File: src/rtl/boost_seq_pkg.sv
package boost_seq_pkg;

  typedef enum logic [2:0] {
    ST_OFF   = 3'd0,
    ST_LINLO = 3'd1,
    ST_LINHI = 3'd2,
    ST_SOFT  = 3'd3,
    ST_BOOST = 3'd4,
    ST_FAULT = 3'd5,
    ST_HOT   = 3'd6
  } seq_state_t;

  function automatic int max2(input int a, input int b);
    return (a > b) ? a : b;
  endfunction

endpackage

File: src/rtl/boost_seq_timer.sv
module boost_seq_timer #(
  parameter int CNT_W = 9
) (
  input  logic             clk,
  input  logic             rst_n,
  input  logic             clr,
  input  logic             inc,
  output logic [CNT_W-1:0] cnt
);

  logic [CNT_W-1:0] cnt_nxt;

  always_comb begin
    cnt_nxt = cnt;
    if (clr)      cnt_nxt = '0;
    else if (inc) cnt_nxt = cnt + 1'b1;
  end

  always_ff @(posedge clk or negedge rst_n) begin
    if (!rst_n) cnt <= '0;
    else        cnt <= cnt_nxt;
  end

endmodule

File: src/rtl/boost_seq_ramp.sv
module boost_seq_ramp #(
  parameter int CNT_W  = 9,
  parameter int CODE_W = 5,
  parameter int START  = 8,
  parameter int FULL   = 16,
  parameter int STEP   = 4
) (
  input  logic [CNT_W-1:0]  cnt,
  input  logic              in_soft,
  input  logic              in_boost,
  output logic [CODE_W-1:0] code
);

  localparam int SPAN = FULL - START;

  logic [CNT_W-1:0] steps;

  generate
    if ((STEP & (STEP - 1)) == 0) begin : g_shift
      assign steps = cnt >> $clog2(STEP);
    end else begin : g_div
      assign steps = cnt / CNT_W'(STEP);
    end
  endgenerate

  always_comb begin
    code = '0;
    if (in_boost) begin
      code = CODE_W'(FULL);
    end else if (in_soft) begin
      if (steps >= CNT_W'(SPAN)) code = CODE_W'(FULL);
      else                       code = CODE_W'(START) + steps[CODE_W-1:0];
    end
  end

endmodule

File: src/rtl/boost_seq.sv
module boost_seq
  import boost_seq_pkg::*;
#(
  parameter int LIN1_TICKS  = 16,
  parameter int LIN2_TICKS  = 64,
  parameter int RAMP_STEP   = 4,
  parameter int CODE_START  = 8,
  parameter int CODE_FULL   = 16,
  parameter int SS_HOLD     = 96,
  parameter int ILIM_TICKS  = 32,
  parameter int RETRY_TICKS = 480
) (
  input  logic       clk,
  input  logic       rst_n,
  input  logic       tick,
  input  logic       en,
  input  logic       uvlo_ok,
  input  logic       tsd,
  input  logic       near_vin,
  input  logic       pg90,
  input  logic       ilim_hit,
  output logic [2:0] state,
  output logic [1:0] lin_sel,
  output logic [4:0] ilim_code,
  output logic       sw_en,
  output logic       sr_en,
  output logic       disc
);

  localparam int RAMP_TICKS = (CODE_FULL - CODE_START) * RAMP_STEP;
  localparam int SS_TICKS   = RAMP_TICKS + SS_HOLD;
  localparam int MAX_TICKS  = max2(max2(LIN1_TICKS, LIN2_TICKS),
                                   max2(max2(SS_TICKS, ILIM_TICKS), RETRY_TICKS));
  localparam int CNT_W      = $clog2(MAX_TICKS + 1);
  localparam int CODE_W     = 5;

  seq_state_t       st, st_nxt;
  logic [CNT_W-1:0] cnt;
  logic             cnt_clr, cnt_inc;
  logic             timed;

  // next-state process
  always_comb begin
    st_nxt = st;
    unique case (st)
      ST_OFF:   if (uvlo_ok) st_nxt = ST_LINLO;
      ST_LINLO: if (tick) begin
                  if (near_vin)                            st_nxt = ST_SOFT;
                  else if (cnt == CNT_W'(LIN1_TICKS - 1))  st_nxt = ST_LINHI;
                end
      ST_LINHI: if (tick) begin
                  if (near_vin)                            st_nxt = ST_SOFT;
                  else if (cnt == CNT_W'(LIN2_TICKS - 1))  st_nxt = ST_FAULT;
                end
      ST_SOFT:  if (tick) begin
                  if (pg90)                                st_nxt = ST_BOOST;
                  else if (cnt == CNT_W'(SS_TICKS - 1))    st_nxt = ST_FAULT;
                end
      ST_BOOST: if (!near_vin) st_nxt = ST_FAULT;
                else if (tick && ilim_hit && cnt == CNT_W'(ILIM_TICKS - 1))
                  st_nxt = ST_FAULT;
      ST_FAULT: if (tick && cnt == CNT_W'(RETRY_TICKS - 1)) st_nxt = ST_LINLO;
      ST_HOT:   st_nxt = ST_LINLO;
      default:  st_nxt = ST_OFF;
    endcase
    if (tsd) st_nxt = ST_HOT;
    if (!en) st_nxt = ST_OFF;
  end

  // state register
  always_ff @(posedge clk or negedge rst_n) begin
    if (!rst_n) st <= ST_OFF;
    else        st <= st_nxt;
  end

  // stage counter control: clears on every state change, and in boost on any tick without current limit
  assign timed   = (st == ST_LINLO) || (st == ST_LINHI) || (st == ST_SOFT) ||
                   (st == ST_BOOST) || (st == ST_FAULT);
  assign cnt_inc = tick && timed;
  assign cnt_clr = (st_nxt != st) || ((st == ST_BOOST) && tick && !ilim_hit);

  boost_seq_timer #(.CNT_W(CNT_W)) u_timer (
    .clk   (clk),
    .rst_n (rst_n),
    .clr   (cnt_clr),
    .inc   (cnt_inc),
    .cnt   (cnt)
  );

  boost_seq_ramp #(
    .CNT_W  (CNT_W),
    .CODE_W (CODE_W),
    .START  (CODE_START),
    .FULL   (CODE_FULL),
    .STEP   (RAMP_STEP)
  ) u_ramp (
    .cnt      (cnt),
    .in_soft  (st == ST_SOFT),
    .in_boost (st == ST_BOOST),
    .code     (ilim_code)
  );

  // output decode
  always_comb begin
    state   = st;
    lin_sel = 2'd0;
    if (st == ST_LINLO) lin_sel = 2'd1;
    if (st == ST_LINHI) lin_sel = 2'd2;
    sw_en   = (st == ST_SOFT) || (st == ST_BOOST);
    sr_en   = sw_en && near_vin;
    disc    = (st == ST_OFF) || (st == ST_FAULT) || (st == ST_HOT);
  end

endmodule

File: config.mk
export PLATFORM = sky130hd
export DESIGN_NAME = boost_seq
export DESIGN_NICKNAME = d
export VERILOG_FILES = /design/src/rtl/boost_seq_pkg.sv /design/src/rtl/boost_seq_timer.sv /design/src/rtl/boost_seq_ramp.sv /design/src/rtl/boost_seq.sv
export SDC_FILE = /design/constraint.sdc
export NUM_CORES = 1
export LEC_CHECK = 0
export BUFFER_PORTS_ARGS = -buffer_cell sky130_fd_sc_hd__buf_2
export CORE_MARGIN = 4
export CORE_UTILIZATION = 52
export CTS_BUF_LIST = sky130_fd_sc_hd__clkbuf_4
export DETAILED_ROUTE_END_ITERATION = 7
export MAX_ROUTING_LAYER = met4
export PLACE_DENSITY = 0.87
export SLEW_MARGIN = 0
export SYNTH_ARGS = -nofsm -noshare
export SYNTH_HDL_FRONTEND = slang
export SYNTH_SLANG_ARGS = --single-unit
File: constraint.sdc
create_clock -name clk -period 1.71 [get_ports clk]
set_input_delay 0.171 -clock clk [delete_from_list [all_inputs] [get_ports clk]]
set_output_delay 0.171 -clock clk [all_outputs]
set_load 0.01 [all_outputs]
======== Yosys cells after proc, flatten, opt, wreduce, memory -nomap -nowiden ========
Index checks and enable logic that the tools add are counted.
storage, ports and cells
  flip-flop bits (word level) ............. 12
  output and inout bits ................... 13
  logic and storage cells ................. 58
cells by class
  add/subtract/negate cells ............... 2
  order comparisons ....................... 1
  eq/ne operators ......................... 12
  muxes and demuxes ....................... 23
  reduce and logical (&&, ||, !) cells .... 18
operators by type and width
  cell                                                                   number
  3-bit two-way mux                                                      15
  3-bit one-hot mux with 7 select lines                                  1
  9-bit two-way mux                                                      2
  5-bit two-way mux                                                      3
  9-bit by 1-bit adder with 9-bit output, second input constant          1
  3-bit == test, second input constant                                   3
  9-bit by 4-bit == test with 1-bit output, second input constant        1
  9-bit by 5-bit == test with 1-bit output, second input constant        1
  9-bit by 6-bit == test with 1-bit output, second input constant        1
  9-bit by 7-bit == test with 1-bit output, second input constant        1
  9-bit == test, second input constant                                   1
  1-bit logical OR                                                       8
  7-bit by 4-bit >= comparator with 1-bit output, second input constant  1
  1-bit logical AND                                                      7
  3-bit by 2-bit == test with 1-bit output, second input constant        2
  4-bit by 5-bit adder with 5-bit output, first input constant           1
  3-bit by 1-bit == test with 1-bit output, second input constant        1
  3-bit zero test                                                        1
  3-bit != test                                                          1
  2-bit two-way mux                                                      1
  2-bit nonzero test                                                     1
  1-bit zero test                                                        1
  1-bit two-way mux                                                      1

======== Logic depth before layout (Yosys ltp) ========
  word-level depth ........................ 10
  depth in mapped cells ................... 7

======== Cells and area by module ========
A second synthesis with hierarchy kept.
second synthesis, totals
  cells, all modules ...................... 132
  area, all modules ....................... 1114.8 sq um
modules (own cells, without submodules)
  module           times used  cells an instance  area each (sq um)  seq. area each (sq um)
  boost_seq        1           75                 565.5              75.1
  boost_seq_timer  1           43                 459.2              225.2
  boost_seq_ramp   1           14                 90.1               0.0

======== Worst setup path after synthesis ========
No wires, ideal clock.
  kind .................................... flip-flop to flip-flop
  from .................................... reg st[1] (netlist: state[1])
  to ...................................... reg u_timer.cnt[1]
  setup time .............................. 95 ps
  arrival ................................. 1833 ps
  data required time ...................... 1615 ps
  setup slack ............................. -219 ps
  stages on the path, launching flop included .. 7
  period minus slack after synthesis ...... 1929 ps
  path through ............................ dfrtp_1 > buf_6 > or3_1 > a21o_1 > a222oi_1 > o21ai_2 > nor4b_2
on the way
  word-level cells in the longest chain between the ends .. 9
RTL lines
  what                                                     RTL line                                           text
  start: declaration                                       boost_seq.sv:37                                    seq_state_t st, st_nxt;
  start signal: assignment                                 boost_seq.sv:73                                    else st <= st_nxt;
  3-bit two-way mux (on tied branches)                     boost_seq.sv:57, boost_seq.sv:49, boost_seq.sv:53
  3-bit two-way mux (on tied branches)                     boost_seq.sv:56, boost_seq.sv:48, boost_seq.sv:52
  3-bit two-way mux (on tied branches)                     boost_seq.sv:55, boost_seq.sv:47, boost_seq.sv:51
  3-bit one-hot mux with 7 select lines                    boost_seq.sv:45                                    unique case (st)
  3-bit two-way mux                                        boost_seq.sv:66                                    if (tsd) st_nxt = ST_HOT;
  3-bit two-way mux                                        boost_seq.sv:67                                    if (!en) st_nxt = ST_OFF;
  3-bit != test                                            boost_seq.sv:80                                    assign cnt_clr = (st_nxt != st) || ((st == ST_BOOST) && tick && !ilim_hit);
  1-bit logical OR                                         boost_seq.sv:80
  9-bit two-way mux or 2-bit nonzero test (tied branches)  -
  end signal: assignment                                   boost_seq_timer.sv:21                              else cnt <= cnt_nxt;
  end: declaration                                         boost_seq_timer.sv:8                               output logic [CNT_W-1:0] cnt
Parallel ways exist; a longest one is shown, timed or not.
A chain may end at the register's enable or synchronous reset.

======== Worst setup path after layout ========
  from .................................... reg u_timer.cnt[6]
  to ...................................... reg u_timer.cnt[2]
on the way
  word-level cells in the longest chain between the ends .. 10
RTL lines
  what                                                                    RTL line         text
  9-bit by 7-bit == test with 1-bit output, or another cell as far along  boost_seq.sv:57  else if (cnt == CNT_W'(SS_TICKS - 1)) st_nxt = ST_FAULT;
  3-bit two-way mux, or another cell as far along                         boost_seq.sv:57
  3-bit two-way mux (on tied branches) (2 in a row)                       -
  3-bit one-hot mux with 7 select lines *                                 boost_seq.sv:45
  3-bit two-way mux *                                                     boost_seq.sv:66
  3-bit two-way mux *                                                     boost_seq.sv:67
  3-bit != test *                                                         boost_seq.sv:80
  1-bit logical OR *                                                      boost_seq.sv:80
  9-bit two-way mux or 2-bit nonzero test (tied branches)                 -
Every way passes the cells marked *; elsewhere a longest branch is shown, timed or not.

==> results list <==
* Max Buffers Root-to-Sink: 2
- The floorplan has 17 rows.
- Worst skew pair latency: around 0.27 ns
- Core area: around 2300 um^2
- Arrival time of data at the critical path endpoint: 2.13 ns
- Initial antenna violation count: 0
- Clock Power Share: between 10% and 20%
* Routability-driven placement congestion ratio: around 1.1
- In this run the power spent charging and discharging nets is 0.372 mW.
- The critical path goes through or4b_4 > or2_4 > o221ai_4 > o21a_4 > clkbuf_16 > nor4_2.
* Reg2Reg Capture Point: u_timer.cnt[2]
- GRT Residual Overflow: 0
- Setup slack on the critical path of the routed design comes to -0.271 ns.
* Overall Power: 0.970 mW
* Most used standard cells in the synthesized netlist: 18 x nand2_1, 12 x dfrtp_1, 8 x buf_2, 8 x nor2_1, 8 x nor4_2
- Counting flops with an async set or reset pin after synthesis yields a share of 100%.
- Synthesis-stage register bit count: 12
- The count of final hold-check violations is 0.
- Die area: between 3000 and 4000 um^2
* Final worst-path cycle share: 116%
* Most instantiated library cell after synthesis: nand2_1
* Post-DP HPWL: 3.04 mm
- The first routing iteration left approximately 320 violations.
- CTS clk-pin slew, worst paths: 0.07 ns
- Syn. warnings: 0
- Detail-routed via count per cell: 7.43
- For flop-to-flop paths, the worst setup slack is -0.27 ns.
- The number of nets in the synthesized netlist is 172.
- The tree built by TritonCTS fans out to 12 sinks.
- Total leakage power: approximately 0.91 nW
- For this run, the top clock speed supported by timing is 505 MHz.
* Worst-margin pin slew: around 0.38 ns
- The first detailed-routing pass ran for 6 iterations.
- In this run, CTS created clock tree buffers numbering 3.
* Maximum number of pins on one net before global-route repair: 13
- Mapped cell area: 1310 um^2
- Worst setup path startpoint: u_timer.cnt[6]
- Fraction of power spent switching nets: 38.3%
- Worst endpoint required time: 1.86 ns
- The critical path runs through a total of 6 cells.
* Via total after detailed routing: 1,866
- The largest individual stage delay along the critical path comes from the cell or4b_4.
* WL/cell: 26.6 um
* Internal Pwr Total: 0.599 mW
* Kind of critical path: flip-flop to flip-flop
- Cells after synthesis: 160
- For this design the ratio of total power to cell area is 462 nW/um^2.
- After layout, the minimum clock period comes to 1.98 ns.
* Filler-free cell count of the finished design: approximately 250
* Starting utilization of the core area: between 50% and 60%
* Dominant register cell in the synthesized netlist: dfrtp_1
- Counting cells, the worst reg-to-reg path comes to 6.
* I/O Pins: 22
- Top cell family by delay on the critical path: simple AND/OR/NAND/NOR gates
- Source of the worst hold timing path: en
- Area growth from synthesis to layout: 60.6%
- Setup repair after global routing could not meet its margin everywhere.
- Summing the sequential cell areas from Yosys gives 22.9% of the chip area.
- Final TNS setup: -3.65 ns
- Worst setup slack after placement: -0.213 ns
- The die is 58.2 um wide.
* Startpoint type of the worst setup path: flip-flop
* Number of global-route vias before repair: 1,707
* Clk_skew: 0.000991 ns
* Post-synth EDFFs: 0
* Run status: finished with violations
* Slowest stage delay, CP: around 0.60 ns
- Max H-tree Level: 1
* TritonCTS clock tree: built
- The number of antenna diodes in the final layout is 0.
- Antenna viol nets, final: 0
* Syn_area_per_cell: 8.18 um^2
- Sum of buffers and inverters on the critical path: 1
- In this run the worst hold path is classified as primary input to flip-flop.
- Setup violations remaining at the end of the flow were counted as 18.
- Final number of max-transition violations: 0
* Total wirelength of the detailed-routed design: 6.67 mm
* Synth area leaders: dfrtp_1 23%, nor4_2 7.6%, nand2_1 5.2%
* Startpoint of the worst register-to-register path: u_timer.cnt[6]
- The worst setup path is captured at a flip-flop.
- Total of max-cap violations: 0
* DRC violations left: 0
- Overall routing resource usage: between 30 and 40%
- Proportion of netlist area held by the largest area contributor: between 20% and 30%
* Placed cell count: 227
* Filler instances: between 60 and 70
- Buffer cell driving the clock tree root: clkbuf_4
* Max Fanout on Critical Path: 4
- The die is 58.2 um tall.
* Failing checks: negative setup slack
- Sequential cells account for 31.8% of the total power.
- In the final design database the tool counted 236 nets.
- Peak VDD IR: 0.494 mV
* Layout cell share with drive strength beyond 1: a little over half
* Cell type contributing the most total cell area after synthesis: dfrtp_1
* Number of distinct standard cells referenced by the synthesized netlist: 52
* Number of input and output port buffers inserted: 21
- The first global-routing pass estimated ~8.7 mm of wire.
* Headroom to the max-slew limit: 74.7%
- In this run, the combinational gates consume about 50% of the power.
- Worst setup path end: u_timer.cnt[2]
## cell type report
type	instances	area, um^2	share of cell area (%)
sequential	12	305	14.5
inverter	4	15.0	0.714
multi-input combinational	130	1120	53.5
clock buffer	3	22.5	1.07
timing repair buffer	73	596	28.3
tap	28	35.0	1.67
clock inverter	1	3.75	0.179
## per-layer routing
layer	GRT usage (%)	vias to the layer above	wire length (um)
li1	-	730	-
met1	44.4	843	2440
met2	53.2	217	2910
met3	4.01	76	824
met4	15.9	0	498
met5	-	-	0
## cells in the final DEF, fill, tap and decap left out, types with 2 or more instances in the layout
master	count
dfrtp_2	4
o21ai_0	4
nand4_1	7
xnor2_1	7
dfrtp_1	8
nor3b_1	3
buf_2	21
nand2_1	14
nor4_2	7
and2_1	4
or3_4	2
o31a_1	4
nor3_1	2
buf_6	4
and3_1	3
nor2b_1	4
inv_1	4
a21oi_2	2
clkbuf_4	3
buf_4	41
nor2_1	6
nor4_4	2
nor2_4	3
buf_12	3
a31oi_1	2
nand2b_1	2
and4_1	2
nand3_1	5
o22ai_1	2
a21oi_1	2
o21ai_2	2
ha_1	2
nand2_2	3
## through the flow
stage	hold slack, ns	instance area (um^2)	utilization [%]
CTS	0.207	1930	84.2
floorplan	-0.125	1350	-
detailed placement	0.0602	1660	72.2
global placement	0.0566	1660	72.2
global route	0.240	2100	91.5
finish	0.249	2100	91.5
## power by group through the flow
stage | Combinational, mW | Clock (mW) | Sequential, mW
detailed placement | 0.319 | 0 | 0.307
global route | 0.496 | 0.202 | 0.309
finish | 0.486 | 0.176 | 0.309
floorplan | 0.191 | 0 | 0.308
CTS | 0.378 | 0.179 | 0.304
global placement | 0.307 | 0 | 0.307
## how the worst min path moves through the flow
stage	slack, ns	cells past startpoint	endpoint
finish	0.25	2	state[2]
global route	0.24	2	state[2]
CTS	0.21	2	state[1]
detailed placement	0.06	1	u_timer.cnt[2]
global placement	0.06	1	u_timer.cnt[2]
floorplan	-0.12	0	state[0]
## cells by family (layout without fill, tap and decap cells)
group	Yosys count	count (layout)	synth area share, %
multiplexers	1	1	0.765
flip-flops	12	12	22.9
XOR/XNOR	8	8	5.35
AO/OA/AOI/OAI	33	34	18.3
buffers and inverters	19	81	8.22
adder cells (fa/ha/maj)	3	3	2.87
AND/OR/NAND/NOR	84	84	41.6
## what timing repair did
| item | CTS | global route |
|---|---|---|
| buffers inserted | 11 | 5 |
| pin swaps | 11 | 9 |
| hold buffers | 1 | 0 |
| hold endpoints to repair | 12 | 0 |
| setup endpoints to repair | 19 | 20 |
| gates cloned | 2 | 1 |
| resized for setup | 26 | 23 |
## flip-flops by register name, summed over array words and instances (netlist names)
signal and flops:
state 3, u_timer.cnt 9
(Power assumes the default switching activity.)
